===== config.mk =====
export PLATFORM = sky130hd
export DESIGN_NAME = insn_decoder
export DESIGN_NICKNAME = d
export VERILOG_FILES = /design/src/rtl/insn_decoder.sv
export SDC_FILE = /design/constraint.sdc
export NUM_CORES = 1
export LEC_CHECK = 0
export ABC_AREA = 1
export BUFFER_PORTS_ARGS = -buffer_cell sky130_fd_sc_hd__clkbuf_2
export CAP_MARGIN = 20
export CELL_PAD_IN_SITES_DETAIL_PLACEMENT = 0
export CELL_PAD_IN_SITES_GLOBAL_PLACEMENT = 1
export CORE_MARGIN = 1
export CORE_UTILIZATION = 21
export DETAILED_ROUTE_END_ITERATION = 8
export PLACE_DENSITY_LB_ADDON = 0.1
export REMOVE_ABC_BUFFERS = 1
export SYNTH_ARGS = -nofsm -noshare
export SYNTH_HDL_FRONTEND = slang
export SYNTH_SLANG_ARGS = --single-unit

===== constraint.sdc =====
create_clock -name vclk -period 1.53
set_input_delay 0.306 -clock vclk [all_inputs]
set_output_delay 0.306 -clock vclk [all_outputs]
set_load 0.05 [all_outputs]

===== src/rtl/insn_decoder.sv =====
module insn_decoder #(
  parameter int LINK_IDX = 31
) (
  input  logic [31:0] insn,
  output logic [4:0]  rs_idx,
  output logic [4:0]  rt_idx,
  output logic [4:0]  rd_idx,
  output logic [4:0]  shamt,
  output logic [31:0] imm_ext,
  output logic [4:0]  dest_idx,
  output logic [3:0]  alu_op,
  output logic        b_from_imm,
  output logic        shift_by_reg,
  output logic        reg_write,
  output logic        mem_read,
  output logic        mem_write,
  output logic        is_branch,
  output logic        branch_ne,
  output logic        is_jump,
  output logic        jump_reg,
  output logic        link,
  output logic        illegal
);
  localparam logic [3:0] OP_ADD = 4'd0, OP_SUB = 4'd1, OP_AND = 4'd2, OP_OR = 4'd3,
                         OP_XOR = 4'd4, OP_NOR = 4'd5, OP_SLT = 4'd6, OP_SLTU = 4'd7,
                         OP_SLL = 4'd8, OP_SRL = 4'd9, OP_SRA = 4'd10, OP_PASSB = 4'd11;

  typedef enum logic [1:0] {EXT_SIGN, EXT_ZERO, EXT_UPPER, EXT_JUMP} ext_e;

  logic [5:0] opc, fn;
  logic       known, wr_want, rd_want, st_want;
  ext_e       ext;

  assign opc    = insn[31:26];
  assign fn     = insn[5:0];
  assign rs_idx = insn[25:21];
  assign rt_idx = insn[20:16];
  assign rd_idx = insn[15:11];
  assign shamt  = insn[10:6];

  always_comb begin
    known        = 1'b1;
    wr_want      = 1'b0;
    rd_want      = 1'b0;
    st_want      = 1'b0;
    ext          = EXT_SIGN;
    dest_idx     = insn[20:16];
    alu_op       = OP_ADD;
    b_from_imm   = 1'b0;
    shift_by_reg = 1'b0;
    is_branch    = 1'b0;
    branch_ne    = 1'b0;
    is_jump      = 1'b0;
    jump_reg     = 1'b0;
    link         = 1'b0;
    case (opc)
      6'h00: begin
        dest_idx = insn[15:11];
        wr_want  = 1'b1;
        case (fn)
          6'h00: alu_op = OP_SLL;
          6'h02: alu_op = OP_SRL;
          6'h03: alu_op = OP_SRA;
          6'h04: begin alu_op = OP_SLL; shift_by_reg = 1'b1; end
          6'h06: begin alu_op = OP_SRL; shift_by_reg = 1'b1; end
          6'h07: begin alu_op = OP_SRA; shift_by_reg = 1'b1; end
          6'h08: begin is_jump = 1'b1; jump_reg = 1'b1; wr_want = 1'b0; end
          6'h09: begin is_jump = 1'b1; jump_reg = 1'b1; link = 1'b1; end
          6'h20, 6'h21: alu_op = OP_ADD;
          6'h22, 6'h23: alu_op = OP_SUB;
          6'h24: alu_op = OP_AND;
          6'h25: alu_op = OP_OR;
          6'h26: alu_op = OP_XOR;
          6'h27: alu_op = OP_NOR;
          6'h2A: alu_op = OP_SLT;
          6'h2B: alu_op = OP_SLTU;
          default: begin known = 1'b0; alu_op = OP_ADD; end
        endcase
      end
      6'h02: begin is_jump = 1'b1; ext = EXT_JUMP; end
      6'h03: begin
        is_jump  = 1'b1;
        link     = 1'b1;
        ext      = EXT_JUMP;
        wr_want  = 1'b1;
        dest_idx = 5'(LINK_IDX);
      end
      6'h04: begin is_branch = 1'b1; alu_op = OP_SUB; end
      6'h05: begin is_branch = 1'b1; branch_ne = 1'b1; alu_op = OP_SUB; end
      6'h08, 6'h09: begin b_from_imm = 1'b1; wr_want = 1'b1; end
      6'h0A: begin b_from_imm = 1'b1; wr_want = 1'b1; alu_op = OP_SLT; end
      6'h0B: begin b_from_imm = 1'b1; wr_want = 1'b1; alu_op = OP_SLTU; end
      6'h0C: begin b_from_imm = 1'b1; wr_want = 1'b1; alu_op = OP_AND; ext = EXT_ZERO; end
      6'h0D: begin b_from_imm = 1'b1; wr_want = 1'b1; alu_op = OP_OR;  ext = EXT_ZERO; end
      6'h0E: begin b_from_imm = 1'b1; wr_want = 1'b1; alu_op = OP_XOR; ext = EXT_ZERO; end
      6'h0F: begin b_from_imm = 1'b1; wr_want = 1'b1; alu_op = OP_PASSB; ext = EXT_UPPER; end
      6'h23: begin b_from_imm = 1'b1; wr_want = 1'b1; rd_want = 1'b1; end
      6'h2B: begin b_from_imm = 1'b1; st_want = 1'b1; end
      default: known = 1'b0;
    endcase
  end

  always_comb begin
    case (ext)
      EXT_ZERO:  imm_ext = {16'h0000, insn[15:0]};
      EXT_UPPER: imm_ext = {insn[15:0], 16'h0000};
      EXT_JUMP:  imm_ext = {6'b000000, insn[25:0]};
      default:   imm_ext = {{16{insn[15]}}, insn[15:0]};
    endcase
  end

  assign illegal   = ~known;
  assign reg_write = known & wr_want & (dest_idx != 5'd0);
  assign mem_read  = known & rd_want;
  assign mem_write = known & st_want;
endmodule



==> metrics.md, run 1 <==
| Metric | Value |
|---|---|
| Post-DP HPWL | 3.68 mm |
| Critical path launch point type | input pin |
| Worst hold path class | in2out |
| Filler cell count | 400 |
| Post-Synthesis Cells | 204 |
| Syn. warnings | 0 |
| # rows | 24 |
| Placed Cells incl. Taps | roughly 380 |
| Most common cell after layout, fill and taps aside | buf_4 |
| DR vias | 1824 |
| Hold Vio Cnt, Final | 0 |
| Port Buffer Count | ~100 |
| Power share of the combinational group | 100.0% |
| Tmin final | 1.89 ns |
| Vias in the first global route | 1738 |
| Top cell type by total area after synthesis | nand2_1 |
| Hold EP | shamt[4] |
| Slew HR | 79.2% |
| Congestion Overflow GR | 0 |
| Flip-flop and latch area | 0 µm² |
| Sw Ratio | 62.1% |
| Pin count of the biggest net entering global routing | 10 |
| Crit Path Class | in2out |
| RSZ-0062 raised after global routing | yes |
| Synth area leaders | nand2_1 16%, buf_4 16%, nor2_1 15%, inv_1 15%, nand3_1 9.7% |
| Initial antenna violation count | 0 |
| N_diodes | 0 |
| NetSw | around 0.00063 W |
| Unique masters post-synth | 21 |
| Tcrit/Tclk final | 124% |
| First-pass GRT wire length | roughly 8 mm |
| Area Growth Syn to Fin | 192% |
| Internal | 0.000386 W |
| Worst Path Max Fanout | 9 |
| Fin Hold WS | around 0.9 ns |
| Failing checks | design-rule violations, negative setup slack |
| Max Clk Rate | about 530 MHz |
| Top cell type's share of synthesized area | between 10% and 20% |
| Final WS setup | -0.362 ns |
| Max Slew Vio Count | 0 |
| Most frequent cells in the layout | 50 x buf_4, 44 x clkbuf_2, 30 x inv_1, 30 x nand2_1, 24 x clkbuf_8 |
| Critical path arrival | between 1.5 and 2 ns |
| Worst path required time | approximately 1.2 ns |
| GRT Overall Usage | 19.0% |
| Syn Area/Cell | 4.83 µm² |
| Power share of the sequential group | 0% |
| Layout cells sized above 1 | between 70% and 80% |
| Die width | around 70 µm |
| Die Ht | roughly 70 µm |
| Final Non-Filler Cells | 400 |
| Hold path depth | 2 |
| Pwr/cell area | around 350 nW/µm² |
| Mapped Area | ~980 µm² |
| Hold buffer count at CTS | 0 |
| Clkbuf count | 0 |
| Seq_cells | 0 |
| Via density | around 4.6 |
| Die footprint | slightly below 5000 µm² |
| Layout Nets | approximately 380 |
| WL final | ~5 mm |
| Setup Viol. Count Final | 49 |
| Initial core utilization | between 20 and 25% |
| DRC viols | 6 |
| CP Capture Type | primary output |
| Status | finished with violations |
| Tightest Pin Transition | between 0.3 and 0.4 ns |
| MaxCap Viol Count | 0 |
| Leak | about 1.5 nW |
| Core area | between 4000 and 5000 µm² |
| Post-synthesis sequential area ratio | 0% |
| Num ports | approximately 100 |
| Maximum vdd drop | about 0.00026 V |
| DRT Pass-1 Iters | 6 |
| Iteration-0 DRC Markers | 51 |
| DR WL/cell | ~13 µm |
| Clock share of power | 0% |
| Startpoint of the worst hold path | insn[10] |
| RePlAce Congestion | 0.935 |
| Final ANT Viol Nets | 0 |
[cell families (layout without fill, tap and decap cells)]
logic type	count (synthesis)	count (layout)	synth area share [%]
AO/OA/AOI/OAI	25	25	16.5
buffers and inverters	66	209	34.3
AND/OR/NAND/NOR	113	114	49.2
[worst max-delay path: stages]
cell      delay [ns]
clkbuf_4        0.15
nor2_4          0.16
nand3_4         0.13
buf_12          0.17
nand2_2         0.05
inv_1           0.05
nor2_2          0.10
nand3_1         0.09
nor2_2          0.16
nor2_4          0.06
buf_12          0.14
[cell type report]
type | count | area [µm²] | share of cell area (%)
timing repair buffer | 168 | 1660 | 57.7
inverter | 41 | 160 | 5.56
multi-input combinational | 139 | 993 | 34.5
tap | 52 | 65.1 | 2.26
[through the flow]
stage | setup slack, ns | setup TNS, ns | utilization (%) | cell area, µm² | total power, W
CTS | -0.371 | -7.97 | 59.0 | 2620 | 0.000958
floorplan | -1.22 | -27.16 | - | 801 | 0.000394
finish | -0.362 | -9.23 | 64.8 | 2880 | 0.00102
global placement | -0.461 | -15.84 | 45.3 | 2010 | 0.000805
detailed placement | -0.456 | -15.80 | 45.3 | 2010 | 0.000804
global route | -0.457 | -12.50 | 64.8 | 2880 | 0.00106
[how the worst max path moves through the flow]
stage / to / from / cells after the start / slack (ns)
finish: reg_write / insn[28] / 11 / -0.36
global route: reg_write / insn[31] / 11 / -0.46
CTS: reg_write / insn[30] / 13 / -0.37
detailed placement: reg_write / insn[28] / 11 / -0.46
global placement: reg_write / insn[28] / 11 / -0.46
floorplan: link / insn[31] / 5 / -1.22
[metal layers]
layer | global-route usage, % | share of wire, %
met3 | 3.90 | 6.7
met2 | 35.7 | 53
met4 | 0 | 0.42
met1 | 23.4 | 40
met5 | 0 | 0
[power groups by stage]
stage                     registers (W)  logic, W  clock network, W
final                                 0   0.00102                 0
after global routing                  0   0.00106                 0
after CTS                             0  0.000958                 0
after detailed placement              0  0.000804                 0
after global placement                0  0.000805                 0
after floorplan                       0  0.000394                 0
[cells in the mapped netlist, drive strengths merged]
cell type	instances
nand2	44
nor2	44
inv	39
buf	25
nand3	20
o211ai	11
o21ai	10
nand4	3
clkinv	2
o22ai	2
nand3b	1
nor3	1
o2111ai	1
o221ai	1
[what timing repair did]
item | in CTS | in global routing
cloned | 1 | 0
endpoints found under the hold margin | 0 | 0
setup buffers | 15 | 3
pin swaps | 15 | 19
resized for setup | 130 | 83
setup endpoints to repair | 52 | 52
Power figures use the tool's default switching activity.
==> run 2, diff against run 1 <==
Settings changed: TNS_END_PERCENT set to 10.
==> run 2 against run 1 <==
The run still ends with design-rule violations, negative setup slack left. Fmax is 2.6% lower. Global-route usage is 0.42 points lower. Cell area is 3.2% lower. Hold slack better by 0.00069 ns. Critical path depth is 2 higher. Sequential share of layout area stayed put. Non-clock buffer count is 6 lower.
==> metrics.md, run 2 (synthesized netlist as in run 1, its figures left out) <==
| Metric | Value |
|---|---|
| Status | finished with violations |
| Failing checks | design-rule violations, negative setup slack |
| Final WS setup | -0.412 ns |
| Clkbuf count | 0 |
| GRT Overall Usage | around 19% |
| Most common cell after layout, fill and taps aside | buf_4 |
| Power share of the combinational group | 100.0% |
| Slowest stage cell, crit path | nor2_4 |
| Post-DP HPWL | about 3.7 mm |
| Worst path most repeated cell | nor2_4 |
| Critical path launch point type | input pin |
| Pwr/cell area | ~360 nW/µm² |
| Setup Viol. Count Final | 51 |
| Tightest Pin Transition | around 0.3 ns |
| Hold Vio Cnt, Final | 0 |
| Vias in the first global route | roughly 1700 |
| RePlAce Congestion | approximately 0.93 |
| Final ANT Viol Nets | 0 |
| Maximum vdd drop | around 0.00026 V |
| Initial core utilization | 22.2% |
| Iteration-0 DRC Markers | 49 |
| Port Buffer Count | around 100 |
| Layout cells sized above 1 | approximately two thirds |
| Setup TNS | -7.68 ns |
| Area Growth Syn to Fin | 183% |
| # rows | 24 |
| Slew HR | around four fifths |
| Leak | ~1.5 nW |
| Sw Ratio | between 60% and 70% |
| Worst Path Max Fanout | 5 |
| Die Ht | ~70 µm |
| Critical path arrival | between 1.5 and 2 ns |
| First-pass GRT wire length | approximately 7.7 mm |
| Crit path buffers/inverters | 4 |
| Flip-flop and latch area | 0 µm² |
| Most frequent cells in the layout | 52 x buf_4, 43 x clkbuf_2, 34 x nand2_1, 31 x inv_1, 21 x buf_12 |
| RSZ-0062 raised after global routing | yes |
| CP Capture Type | primary output |
| Via density | 4.55 |
| Power share of the sequential group | 0% |
| Die footprint | between 4000 and 5000 µm² |
| DRC viols | 6 |
| Max Slew Vio Count | 0 |
| Congestion Overflow GR | 0 |
| Worst hold path class | in2out |
| DRT Pass-1 Iters | 6 |
| Num ports | ~100 |
| NetSw | between 0.0006 and 0.0007 W |
| Max Clk Rate | 515 MHz |
| Clock share of power | 0% |
| Placed Cells incl. Taps | 381 |
| Pin count of the biggest net entering global routing | 10 |
| Die width | a little over 70 µm |
| Layout Nets | 376 |
| N_diodes | 0 |
| Internal | around 0.00038 W |
| WL final | just under 5 mm |
| DR vias | between 1500 and 2000 |
| Initial antenna violation count | 0 |
| Overall Power | between 0.001 and 0.0015 W |
| CP cell instances | buf_8 -> nor2_4 -> buf_12 -> nand3_4 -> buf_6 -> nand2_4 -> nor2_4 -> nand2_1 -> nor2_1 -> nand2_1 -> nand2_2 -> nor2_4 -> buf_12 |
| Filler cell count | 409 |
| Worst path required time | 1.22 ns |
| DR WL/cell | between 10 and 15 µm |
| Crit Path Class | in2out |
| Tcrit/Tclk final | 127% |
| Seq_cells | 0 |
| Crit-path leading delay family | simple AND/OR/NAND/NOR gates |
| Core area | 4440 µm² |
| Critical path's largest stage delay | around 0.23 ns |
| MaxCap Viol Count | 0 |
| Tmin final | a little under 2 ns |
| Final Non-Filler Cells | between 300 and 400 |
| Hold buffer count at CTS | 0 |
[run 2: cell count changes in the layout (fill, tap and decap cells not counted), sizes merged]
cell	previous run	this run
buf	98	104
clkbuf	70	58
[run 2: power by group through the flow]
stage | sequential, W | clock, W | combinational, W
2_1_floorplan | 0 | 0 | 0.000394
3_3_place_gp | 0 | 0 | 0.000805
3_5_place_dp | 0 | 0 | 0.000804
4_1_cts | 0 | 0 | 0.000938
5_1_grt | 0 | 0 | 0.00105
6_report | 0 | 0 | 0.00101
[run 2: area by class of cell]
class	count	area (µm²)	share of cell area, %
inverters	41	160	5.75
multi-input cells	139	953	34.2
well taps	52	65.1	2.33
repair buffers	162	1610	57.7
[run 2: repair_timing]
action | CTS | global route
setup buffers | 8 | 4
pin swaps | 8 | 22
cloned | 1 | 0
resized for setup | 114 | 89
endpoints found under the setup margin | 52 | 52
[run 2: metal layers]
metal	global-route usage (%)	up-vias	part of all wire, %
li1	-	903	-
met3	3.90	4	7.5
met2	34.7	77	52
met1	23.0	810	39
met5	0	-	0
met4	0	0	0.86
[run 2: per-stage QoR]
step	instance area, µm²	hold slack (ns)	utilization, %	setup WS (ns)
3_5_place_dp	2010	0.924	45.3	-0.456
6_report	2790	0.924	62.7	-0.412
2_1_floorplan	801	0.612	-	-1.22
3_3_place_gp	2010	0.925	45.3	-0.461
4_1_cts	2520	0.925	56.7	-0.372
5_1_grt	2790	0.930	62.7	-0.489
[run 2: path summary, 6_finish.rpt]
path | to | cells after the start | startpoint | slack, ns
setup / recovery | reg_write | 13 | insn[31] | -0.41
hold / removal | shamt[4] | 2 | insn[10] | 0.92
